==> config.mk <==
export PLATFORM = sky130hd
export DESIGN_NAME = wrap_stack
export DESIGN_NICKNAME = d
export VERILOG_FILES = /design/src/rtl/wrap_stack_pkg.sv /design/src/rtl/wrap_stack_dec.sv /design/src/rtl/wrap_stack_ptr.sv /design/src/rtl/wrap_stack_regs.sv /design/src/rtl/wrap_stack.sv
export SDC_FILE = /design/constraint.sdc
export NUM_CORES = 1
export LEC_CHECK = 0
export BUFFER_PORTS_ARGS = -buffer_cell sky130_fd_sc_hd__buf_2
export CORE_ASPECT_RATIO = 0.7
export CORE_UTILIZATION = 35
export CTS_CLUSTER_SIZE = 16
export DETAILED_ROUTE_END_ITERATION = 10
export GPL_TIMING_DRIVEN = 0
export HOLD_SLACK_MARGIN = 0.06
export MAX_ROUTING_LAYER = met4
export PLACE_DENSITY = 0.57
export SLEW_MARGIN = 20
export SYNTH_ARGS = -nofsm -noshare
export SYNTH_HDL_FRONTEND = slang
export SYNTH_HIERARCHICAL = 1
export SYNTH_SLANG_ARGS = --single-unit
==> constraint.sdc <==
create_clock -name clk -period 5.2 [get_ports clk]
set_clock_uncertainty 0.05 [all_clocks]
set_input_delay 1.04 -clock clk [delete_from_list [all_inputs] [get_ports clk]]
set_output_delay 1.04 -clock clk [all_outputs]
set_load 0.02 [all_outputs]
==> src/rtl/wrap_stack_pkg.sv <==
// Shared operation codes and types for the per-slot wraparound stack.
// Assumes a 3-bit operation field; codes above OP_POP_SET mean idle.
package wrap_stack_pkg;

    typedef enum logic [2:0] {
        OP_IDLE    = 3'd0,
        OP_PUSH    = 3'd1,
        OP_POP     = 3'd2,
        OP_SET_TOP = 3'd3,
        OP_POP_SET = 3'd4
    } stk_op_e;

    // Decoded control for one cycle
    typedef struct packed {
        logic inc;     // pointer moves up by one
        logic dec;     // pointer moves down by one
        logic wr;      // an entry is written
        logic wr_dn;   // the write targets the entry below the current top
        logic wr_up;   // the write targets the entry above the current top
    } stk_ctl_t;

endpackage

==> src/rtl/wrap_stack_dec.sv <==
// Operation decoder: turns the raw operation code into pointer and
// write controls. Assumes unknown codes are treated as idle.
module wrap_stack_dec
    import wrap_stack_pkg::*;
(
    input  logic [2:0] op_i,
    output stk_ctl_t   ctl_o
);

    // Map each operation to its pointer move and write target
    always_comb begin
        ctl_o = '0;
        case (op_i)
            OP_PUSH: begin
                ctl_o.inc   = 1'b1;
                ctl_o.wr    = 1'b1;
                ctl_o.wr_up = 1'b1;
            end
            OP_POP: begin
                ctl_o.dec = 1'b1;
            end
            OP_SET_TOP: begin
                ctl_o.wr = 1'b1;
            end
            OP_POP_SET: begin
                ctl_o.dec   = 1'b1;
                ctl_o.wr    = 1'b1;
                ctl_o.wr_dn = 1'b1;
            end
            default: ctl_o = '0;
        endcase
    end

endmodule

==> src/rtl/wrap_stack_ptr.sv <==
// Circular top-of-stack pointer. Assumes DEPTH is a power of two, so
// natural binary overflow gives the modulo wrap. Also provides the
// neighbouring indices used for reads and writes.
module wrap_stack_ptr #(
    parameter int DEPTH = 8,
    localparam int PW = $clog2(DEPTH)
) (
    input  logic          clk,
    input  logic          rst_n,
    input  logic          inc_i,
    input  logic          dec_i,
    output logic [PW-1:0] ptr_o,
    output logic [PW-1:0] ptr_up_o,
    output logic [PW-1:0] ptr_dn_o
);

    logic [PW-1:0] ptr_q;

    // Neighbour indices, wrapping naturally at the power-of-two width
    always_comb begin
        ptr_up_o = ptr_q + PW'(1);
        ptr_dn_o = ptr_q - PW'(1);
        ptr_o    = ptr_q;
    end

    // Pointer register: clear on reset, step up or down on request
    always_ff @(posedge clk) begin
        if (!rst_n)
            ptr_q <= '0;
        else if (inc_i)
            ptr_q <= ptr_up_o;
        else if (dec_i)
            ptr_q <= ptr_dn_o;
    end

endmodule

==> src/rtl/wrap_stack_regs.sv <==
// Entry storage: DEPTH registers with one write port and two
// combinational read ports (top and second). Assumes one write per cycle.
module wrap_stack_regs #(
    parameter int WIDTH = 32,
    parameter int DEPTH = 8,
    localparam int PW = $clog2(DEPTH)
) (
    input  logic             clk,
    input  logic             rst_n,
    input  logic             we_i,
    input  logic [PW-1:0]    widx_i,
    input  logic [WIDTH-1:0] wdata_i,
    input  logic [PW-1:0]    ridx_top_i,
    input  logic [PW-1:0]    ridx_sec_i,
    output logic [WIDTH-1:0] top_o,
    output logic [WIDTH-1:0] sec_o
);

    logic [WIDTH-1:0] ent_q [DEPTH];

    for (genvar g = 0; g < DEPTH; g++) begin : g_ent
        // One entry: clear on reset, load when addressed by the write port
        always_ff @(posedge clk) begin
            if (!rst_n)
                ent_q[g] <= '0;
            else if (we_i && (widx_i == PW'(g)))
                ent_q[g] <= wdata_i;
        end
    end

    // Read ports for the two exposed entries
    always_comb begin
        top_o = ent_q[ridx_top_i];
        sec_o = ent_q[ridx_sec_i];
    end

endmodule

==> src/rtl/wrap_stack.sv <==
// Per-slot wraparound operand stack: exposes top and second entries,
// supports idle, push, pop, replace top and pop-and-replace in one cycle.
// Assumes DEPTH is a power of two; no overflow or underflow is flagged.
module wrap_stack
    import wrap_stack_pkg::*;
#(
    parameter int WIDTH = 32,
    parameter int DEPTH = 8
) (
    input  logic             clk,
    input  logic             rst_n,
    input  logic [2:0]       op_i,
    input  logic [WIDTH-1:0] wdata_i,
    output logic [WIDTH-1:0] top_o,
    output logic [WIDTH-1:0] second_o
);

    localparam int PW = $clog2(DEPTH);

    stk_ctl_t      ctl;
    logic [PW-1:0] ptr, ptr_up, ptr_dn, widx;

    wrap_stack_dec u_dec (
        .op_i  (op_i),
        .ctl_o (ctl)
    );

    wrap_stack_ptr #(.DEPTH(DEPTH)) u_ptr (
        .clk      (clk),
        .rst_n    (rst_n),
        .inc_i    (ctl.inc),
        .dec_i    (ctl.dec),
        .ptr_o    (ptr),
        .ptr_up_o (ptr_up),
        .ptr_dn_o (ptr_dn)
    );

    // Select the entry the write lands on: above, below or at the top
    always_comb begin
        if (ctl.wr_up)
            widx = ptr_up;
        else if (ctl.wr_dn)
            widx = ptr_dn;
        else
            widx = ptr;
    end

    wrap_stack_regs #(.WIDTH(WIDTH), .DEPTH(DEPTH)) u_regs (
        .clk        (clk),
        .rst_n      (rst_n),
        .we_i       (ctl.wr),
        .widx_i     (widx),
        .wdata_i    (wdata_i),
        .ridx_top_i (ptr),
        .ridx_sec_i (ptr_dn),
        .top_o      (top_o),
        .sec_o      (second_o)
    );

endmodule

Word level (Yosys, flattened, before mapping)
Memory sizes are Yosys's and may differ from the RTL's. A register that Yosys moved wholly into a read port is not among the register bits.
Index checks and enable logic that the tools add are counted.
- add/subtract/negate cells: 2
- multipliers: 0
- div/mod/pow operators: 0
- order comparisons: 0
- equal/unequal tests: 11
- shift operators: 0
- multiplexer cells: 43
- bitwise logic cells: 8
- reductions and logical operators: 12
- operators by type and width (kind ; count):
    $mux 32 ; 8
    $mux 1 ; 29
    $mux 3 ; 6
    $eq 3x3->1 const B ; 5
    $eq 3x2->1 const B ; 4
    $logic_and 1x1->1 ; 8
    $or 1x1->1 ; 8
    $eq 3x1->1 const B ; 2
    $add 3x1->3 const B ; 1
    $logic_not 3->1 ; 1
    $reduce_or 3->1 ; 1
    $sub 3x1->3 const B ; 1
    $reduce_bool 2->1 ; 1
    $reduce_or 2->1 ; 1
- register bits after elaboration: 3
- latch bits: 0
- bits in writable memories: 256
- ROM bits: 0
- bits of input ports: 37
- output and inout port bits: 64
- logic and storage cells: 78
- memories kept: 1
- memory list (memory ; depth ; bits a word ; rd ports ; clocked after memory_dff ; write ports ; line ; text):
    u_regs.ent_q ; 8 ; 32 ; 2 ; 1 ; 8 ; wrap_stack_regs.sv:19 ; logic [WIDTH-1:0] ent_q [DEPTH];

Longest topological paths before layout
Gate-level depths: netlist of run 1.
- depth after elaboration: 10
- depth in mapped cells: 9
- gate-level depth less buffers: 7

Cells and area by module
The synthesis of run 1 kept the hierarchy.
- by module, submodules not included (module ; times used ; cells each ; area an instance (sq um) ; sequential area each (sq um)):
    wrap_stack_regs ; 1 ; 845 ; 13554.2 ; 7687.4
    wrap_stack_ptr ; 1 ; 23 ; 197.7 ; 60.1
    wrap_stack_dec ; 1 ; 7 ; 57.6 ; 0.0
    wrap_stack ; 1 ; 9 ; 56.3 ; 0.0

Worst setup path after synthesis of run 1
No wires, ideal clock.
- path kind: in2reg
- from: in op_i[1]
- to: mem u_regs.ent_q[0][0] (enable)
- library setup time: 0.466 ns
- arrival time: 4.553 ns
- data required time: 4.684 ns
- path slack: 0.131 ns
- cell stages on the path: 5
- path buffers: 1
- cell sequence: nor3b_1 -> o21ai_1 -> or2_2 -> clkbuf_1 -> o21ai_0
- RTL lines (what ; line ; text):
    start: declaration ; wrap_stack.sv:12 ; input logic [2:0] op_i,
    end: declaration ; wrap_stack_regs.sv:19 ;

Final worst setup path of run 1
- from: reg u_ptr.ptr_q[0], in the netlist u_ptr/ptr_o[0]
- to: out second_o[3]
- cells in the longest elaborated chain, start to end: 2
- ends and longest elaborated chain (what ; line ; text):
    start: declaration ; wrap_stack_ptr.sv:17 ; logic [PW-1:0] ptr_q;
    start signal: assignment ; wrap_stack_ptr.sv:31 ; ptr_q <= ptr_up_o;
    start signal: assignment ; wrap_stack_ptr.sv:33 ; ptr_q <= ptr_dn_o;
    $sub 3x1->3 ; wrap_stack_ptr.sv:22 ; ptr_dn_o = ptr_q - PW'(1);
    net ptr_dn[0] ; wrap_stack.sv:21 ; logic [PW-1:0] ptr, ptr_up, ptr_dn, widx;
    $mem_v2 8x32 ; n/a ;
    end: declaration ; wrap_stack.sv:15 ; output logic [WIDTH-1:0] second_o
The timed path passes the listed nets, and every way through them passes these cells.

==> out/metrics.yaml, run 1 <==
clock_tree:
  clk-insertion-delay-late_ns: 0.55
  cts_hold_buf: 0
  clock_path_buffers: 3
  path_clk_slew_ns: 0.06
  cts_resized: 0
  cts_tree: "yes"
  cts_max_level: 1
  cts_buffers: 27
  cts_root_buffer: "clkbuf_16"
  clkSinkCount: 259
  cts_setup_buffers: 0
routing:
  drt_iter0_markers: 1172
  ant_nets: 0
  avgRoutedWirePerCell_um: 27.8
  post_drt_via_cell_ratio: 5.94
  via_count: 9348
  drt-pass1-iter-count: 5
  drc_errors: 0
  routed_wirelength_um: 43800
worst_setup_path:
  critPathSlowestCell: "clkbuf_1"
  cp.arrival_ns: 3.41
  start_kind: "register"
  crit_cells: 8
  critical_path.top_delay_family: "buffers and inverters"
  r2r_slack_ns: 1.65
  crit_fanout: 10
  slowest_delay_ns: 0.53
  worstRegToRegCells: 9
  worst-path-buf-inv: 4
  crit_required_ns: 4.11
  cp_common_cell: "buf_2"
  reg2reg_to: "u_regs/ent_q[1][0]"
  end_kind: "output port"
  reg2reg_from: "u_ptr/ptr_o[0]"
  crit_type: "register to output port"
  cp_cell_sequence: "inv_1 > ha_1 > xor2_1 > clkbuf_1 > buf_2 > mux4_2 > mux2_2 > buf_2"
logic_synthesis:
  syn_nets: 923
  synth_cells: 884
  yosys_warnings: 6
  yosysUniqueCellTypes: 33
  ys_seq_area_share_pct: 55.9
  synth.avg_cell_area_um2: 15.7
  yosys-top-cells-area: "edfxtp_1, mux4_1, nor3_1"
  synth-edff-count: 256
  synth_common_cells: "edfxtp_1, nor3_1, mux4_1, mux2_2, clkbuf_1"
  synth.ff_latch_count: 259
  async_flop_share_pct: 0
  synthFlopType: "edfxtp_1"
  netlist_area_um2: 13900
  yosysTopAreaCell: "edfxtp_1"
  synth_top_area_share_pct: 55.4
sta:
  worst_pin_slew_ns: 1.09
  fin_crit_sh_pct: 86.6
  hold_ws_ns: 0.490
  fmax_mhz: 222
  rsz0062_at_grt: "false"
  slew_headroom_pct: 27.5
  finalMaxSlewViolations: 0
  min_period_ns: 4.50
  setup_viol: 0
  finalHoldViolCount: 0
global_routing:
  grt_overflow: 0
  grt_usage_pct: 22.4
  grt_max_degree: 18
  grt_pass1_wl_um: 63200
  grt_pass1_vias: 9372
  grt_antenna_before_repair: 0
power:
  p_per_area_nw_per_um2: 374
  cellLeakagePower_nw: 5.75
  ir_drop_mv: 0.223
  p_total_mw: 6.09
placed_design:
  dp_cells: 1526
  placed_area_um2: 15500
  gp_congestion: 0.820
  portBuffers: 100
  dp_hpwl_um: 29200
final_layout:
  final_area_um2: 16300
  fin_cells: 1574
  layout.nets: 1067
  fill_cells: 3562
  register_area_um2: 7750
  drive_gt1_share_pct: 28.5
  antenna_cells: 0
  syn_to_final_growth_pct: 17.5
  multi_input_area_um2: 5590
run_status:
  status: "complete, no violations"
run:
  cap_violations: 0
min_path:
  hold_depth: 2
  hold_end: "u_ptr/ptr_o[2]"
  min-delay-path-class: "register to register"
  hp-start: "u_ptr/ptr_o[2]"
die:
  ios: 101
  die_h_um: 169
  fp-row-count: 60
  start_util_pct: 35.8
  dieArea_um2: 40400
  core_um2: 38700
  die_x_um: 240
==> worst max path at each step <==
stage / slack (ns) / to / startpoint
floorplan: 0.13 / u_regs/ent_q[0][0] / op_i[1]
global placement: -3.28 / u_regs/ent_q[2][15] / op_i[1]
detailed placement: 0.92 / u_regs/ent_q[4][16] / op_i[0]
CTS: 0.72 / second_o[3] / u_ptr/ptr_o[0]
global route: 0.56 / second_o[23] / u_ptr/ptr_o[0]
finish: 0.70 / second_o[3] / u_ptr/ptr_o[0]
==> worst reg2reg max path, cell delays in order, from the launching register on <==
cell and delay [ns]:
dfxtp_1 0.45, inv_1 0.14, ha_1 0.25, xor2_1 0.17, mux2i_1 0.10, o21ai_1 0.42, nand3b_1 0.19, clkbuf_1 0.60
buf_1 0.77, nor3_1 0.11
==> cell families (layout without fill, tap and decap cells) <==
| logic type | after synthesis | in the layout | synth area share, % |
|---|---|---|---|
| AND/OR/NAND/NOR | 278 | 278 | 10.2 |
| flip-flops | 259 | 259 | 55.9 |
| multiplexers | 196 | 196 | 28.5 |
| buffers and inverters | 131 | 294 | 4.47 |
| AO/OA/AOI/OAI | 14 | 14 | 0.550 |
| XOR/XNOR | 4 | 4 | 0.253 |
| adder cells (fa/ha/maj) | 2 | 2 | 0.180 |
==> per-stage QoR <==
step	utilization [%]	worst slack (ns)	TNS [ns]
6_report	42.1	0.698	0
5_1_grt	42.1	0.561	0
4_1_cts	42.1	0.718	0
3_5_place_dp	40.0	0.922	0
3_3_place_gp	38.8	-3.28	-771.53
2_1_floorplan	-	0.131	0
==> per-layer routing <==
| metal | wire [µm] | vias to the layer above | global-route usage [%] |
|---|---|---|---|
| li1 | - | 3935 | - |
| met1 | 19500 | 4854 | 32.9 |
| met2 | 19500 | 506 | 32.8 |
| met3 | 4070 | 53 | 4.11 |
| met4 | 665 | 0 | 3.96 |
| met5 | 0 | - | - |
==> flip-flops by register name, indices dropped and copies added (netlist names) <==
| register | flops |
|---|---|
| u_regs/ent_q | 256 |
| u_ptr/ptr_o | 3 |
==> cell usage in the layout, fill, tap and decap left out, types with 2 or more instances in the layout <==
cell         n
nor3_1     256
edfxtp_1   256
buf_2      112
mux4_1      80
clkbuf_1    62
mux2_2      62
mux4_2      48
clkinv_1    39
clkbuf_16   27
buf_6       14
buf_1       14
buf_16      13
nand2_1      8
o21ai_4      8
mux2i_1      4
inv_1        4
nand2b_1     4
o21ai_1      3
clkinv_2     3
dfxtp_1      3
xnor2_1      2
nor3b_1      2
buf_4        2
xor2_1       2
ha_1         2
mux2_4       2
buf_8        2
==> power breakdown <==
| part | switching, mW | internal, mW | leakage, nW |
|---|---|---|---|
| sequential | 0.0599 | 2.43 | 2.68 |
| combinational | 1.10 | 0.707 | 2.69 |
| clock | 0.796 | 0.999 | 0.380 |
| total | 1.95 | 4.14 | 5.75 |
==> area by class of cell <==
type,count,area share (%)
Buffer,95,2.97
Sequential cell,259,47.6
Multi-Input combinational cell,494,34.3
Tap cell,527,4.05
Clock inverter,12,0.484
Timing Repair Buffer,115,5.45
Inverter,36,0.829
Clock buffer,36,4.35
Power figures use the tool's default switching activity.
==> inputs of run 2 (changes only) <==
CTS_BUF_LIST = sky130_fd_sc_hd__clkbuf_16   (was not set)
==> run 2 against run 1 <==
Net effect:
- final cell count did not move
- critical path type unchanged
- sequential cell count unchanged
- count of clock-buffer cells in the layout fell by 9
- power decreased by 0.26%
- global-route usage did not move
- via count fell by 0.44%
- critical path depth unchanged
- register-to-register slack improved by 0.03 ns
- largest power group unchanged
- sequential power hardly changed
- worst hold slack is essentially flat
- sequential share of layout area stayed put
==> out/metrics.yaml, run 2 (synthesis gave the netlist of run 1 again) <==
run_status:
  status: "complete, no violations"
sta:
  rsz0062_at_grt: "false"
  finalHoldViolCount: 0
  fmax_mhz: 222
  slew_headroom_pct: 25.7
  min_period_ns: 4.50
  setup_ws_ns: 0.702
  finalMaxSlewViolations: 0
  hold_ws_ns: 0.490
  worst_pin_slew_ns: 1.11
  setup_viol: 0
  fin_crit_sh_pct: 86.5
die:
  core_um2: 38700
  start_util_pct: 35.8
  die_h_um: 169
  ios: 101
  fp-row-count: 60
  die_x_um: 240
  dieArea_um2: 40400
global_routing:
  grt_max_degree: 18
  grt_pass1_wl_um: 63200
  grt_usage_pct: 22.4
  grt_overflow: 0
  grt_pass1_vias: 9372
  grt_antenna_before_repair: 0
routing:
  via_count: 9307
  avgRoutedWirePerCell_um: 27.7
  drc_errors: 0
  drt_iter0_markers: 1167
  post_drt_via_cell_ratio: 5.91
  routed_wirelength_um: 43600
  drt-pass1-iter-count: 5
  ant_nets: 0
clock_tree:
  clock_path_buffers: 3
  cts_root_buffer: "clkbuf_16"
  cts_buffers: 27
  cts_resized: 0
  clk-insertion-delay-late_ns: 0.55
  cts_setup_buffers: 0
  cts_max_level: 1
  clkSinkCount: 259
  cts_tree: "yes"
  cts_hold_buf: 0
  path_clk_slew_ns: 0.06
final_layout:
  drive_gt1_share_pct: 28.5
  fill_cells: 3562
  syn_to_final_growth_pct: 17.5
  layout.nets: 1067
  antenna_cells: 0
  multi_input_area_um2: 5590
  register_area_um2: 7750
  mostFrequentLayoutCells: "nor3_1, edfxtp_1, buf_2"
  top_register: "u_regs/ent_q"
  largest_reg_flops: 256
worst_setup_path:
  cp_cell_sequence: "inv_1 > ha_1 > xor2_1 > clkbuf_1 > buf_2 > mux4_2 > mux2_2 > buf_2"
  worst-path-buf-inv: 4
  critPathSlowestCell: "clkbuf_1"
  worstRegToRegCells: 9
  crit_cells: 8
  crit_fanout: 10
  end_kind: "output port"
  cp.arrival_ns: 3.41
  crit_type: "register to output port"
  start_kind: "register"
  slowest_delay_ns: 0.52
  cp_common_cell: "buf_2"
  crit_required_ns: 4.11
  critical_path.top_delay_family: "buffers and inverters"
placed_design:
  dp_slack_ns: 0.922
  gp_congestion: 0.820
  dp_hpwl_um: 29200
  portBuffers: 100
power:
  p_per_area_nw_per_um2: 373
  cellLeakagePower_nw: 5.78
  ir_drop_mv: 0.224
min_path:
  min-delay-path-class: "register to register"
  hold_depth: 2
run:
  cap_violations: 0
==> run 2: cell type report <==
class	instances	share of cell area (%)
tap	527	4.05
buffer	95	2.97
clock inverter	21	0.691
sequential	259	47.6
timing repair buffer	115	5.45
inverter	36	0.829
clock buffer	27	4.15
multi-input combinational	494	34.3
==> run 2: worst paths after layout <==
| path | startpoint | end | slack (ns) |
|---|---|---|---|
| max | u_ptr/ptr_o[0] | second_o[3] | 0.70 |
| min | u_ptr/ptr_o[2] | u_ptr/ptr_o[2] | 0.49 |
| max reg2reg | u_ptr/ptr_o[0] | u_regs/ent_q[1][0] | 1.68 |
| min reg2reg | u_ptr/ptr_o[2] | u_ptr/ptr_o[2] | 0.49 |
==> run 2: worst reg2reg max path, delay by kind of cell, from the launching register on <==
family / cells / cell delay [ns]
compound gates: 1 / 0.41
xor+xnor: 1 / 0.17
flops: 1 / 0.45
fa+ha+maj: 1 / 0.24
simple gates: 2 / 0.29
buf+inv: 3 / 1.50
mux: 1 / 0.10
==> run 2: through the flow <==
step                TNS (ns)  util, %  std cells  cell area, µm²  power (mW)
detailed placement         0     40.0       1526           15500        4.33
finish                     0     42.1       1574           16300        6.08
CTS                        0     42.1       1574           16300        6.11
floorplan                  0        -        884           13900        3.65
global route               0     42.1       1574           16300        6.27
global placement     -771.53     38.8       1511           15000        4.27
==> run 2: routing by layer <==
layer | GRT usage (%) | routed length (µm) | vias up
met5 | - | 0 | -
met2 | 32.8 | 19400 | 501
met3 | 4.11 | 4100 | 53
met4 | 3.96 | 688 | 0
li1 | - | - | 3938
met1 | 32.9 | 19400 | 4815
==> run 2: report_power, final <==
part	leakage [nW]	internal, mW	switching, mW
Sequential	2.68	2.43	0.0597
Combinational	2.69	0.707	1.10
Clock	0.418	0.981	0.800
Total	5.78	4.12	1.96
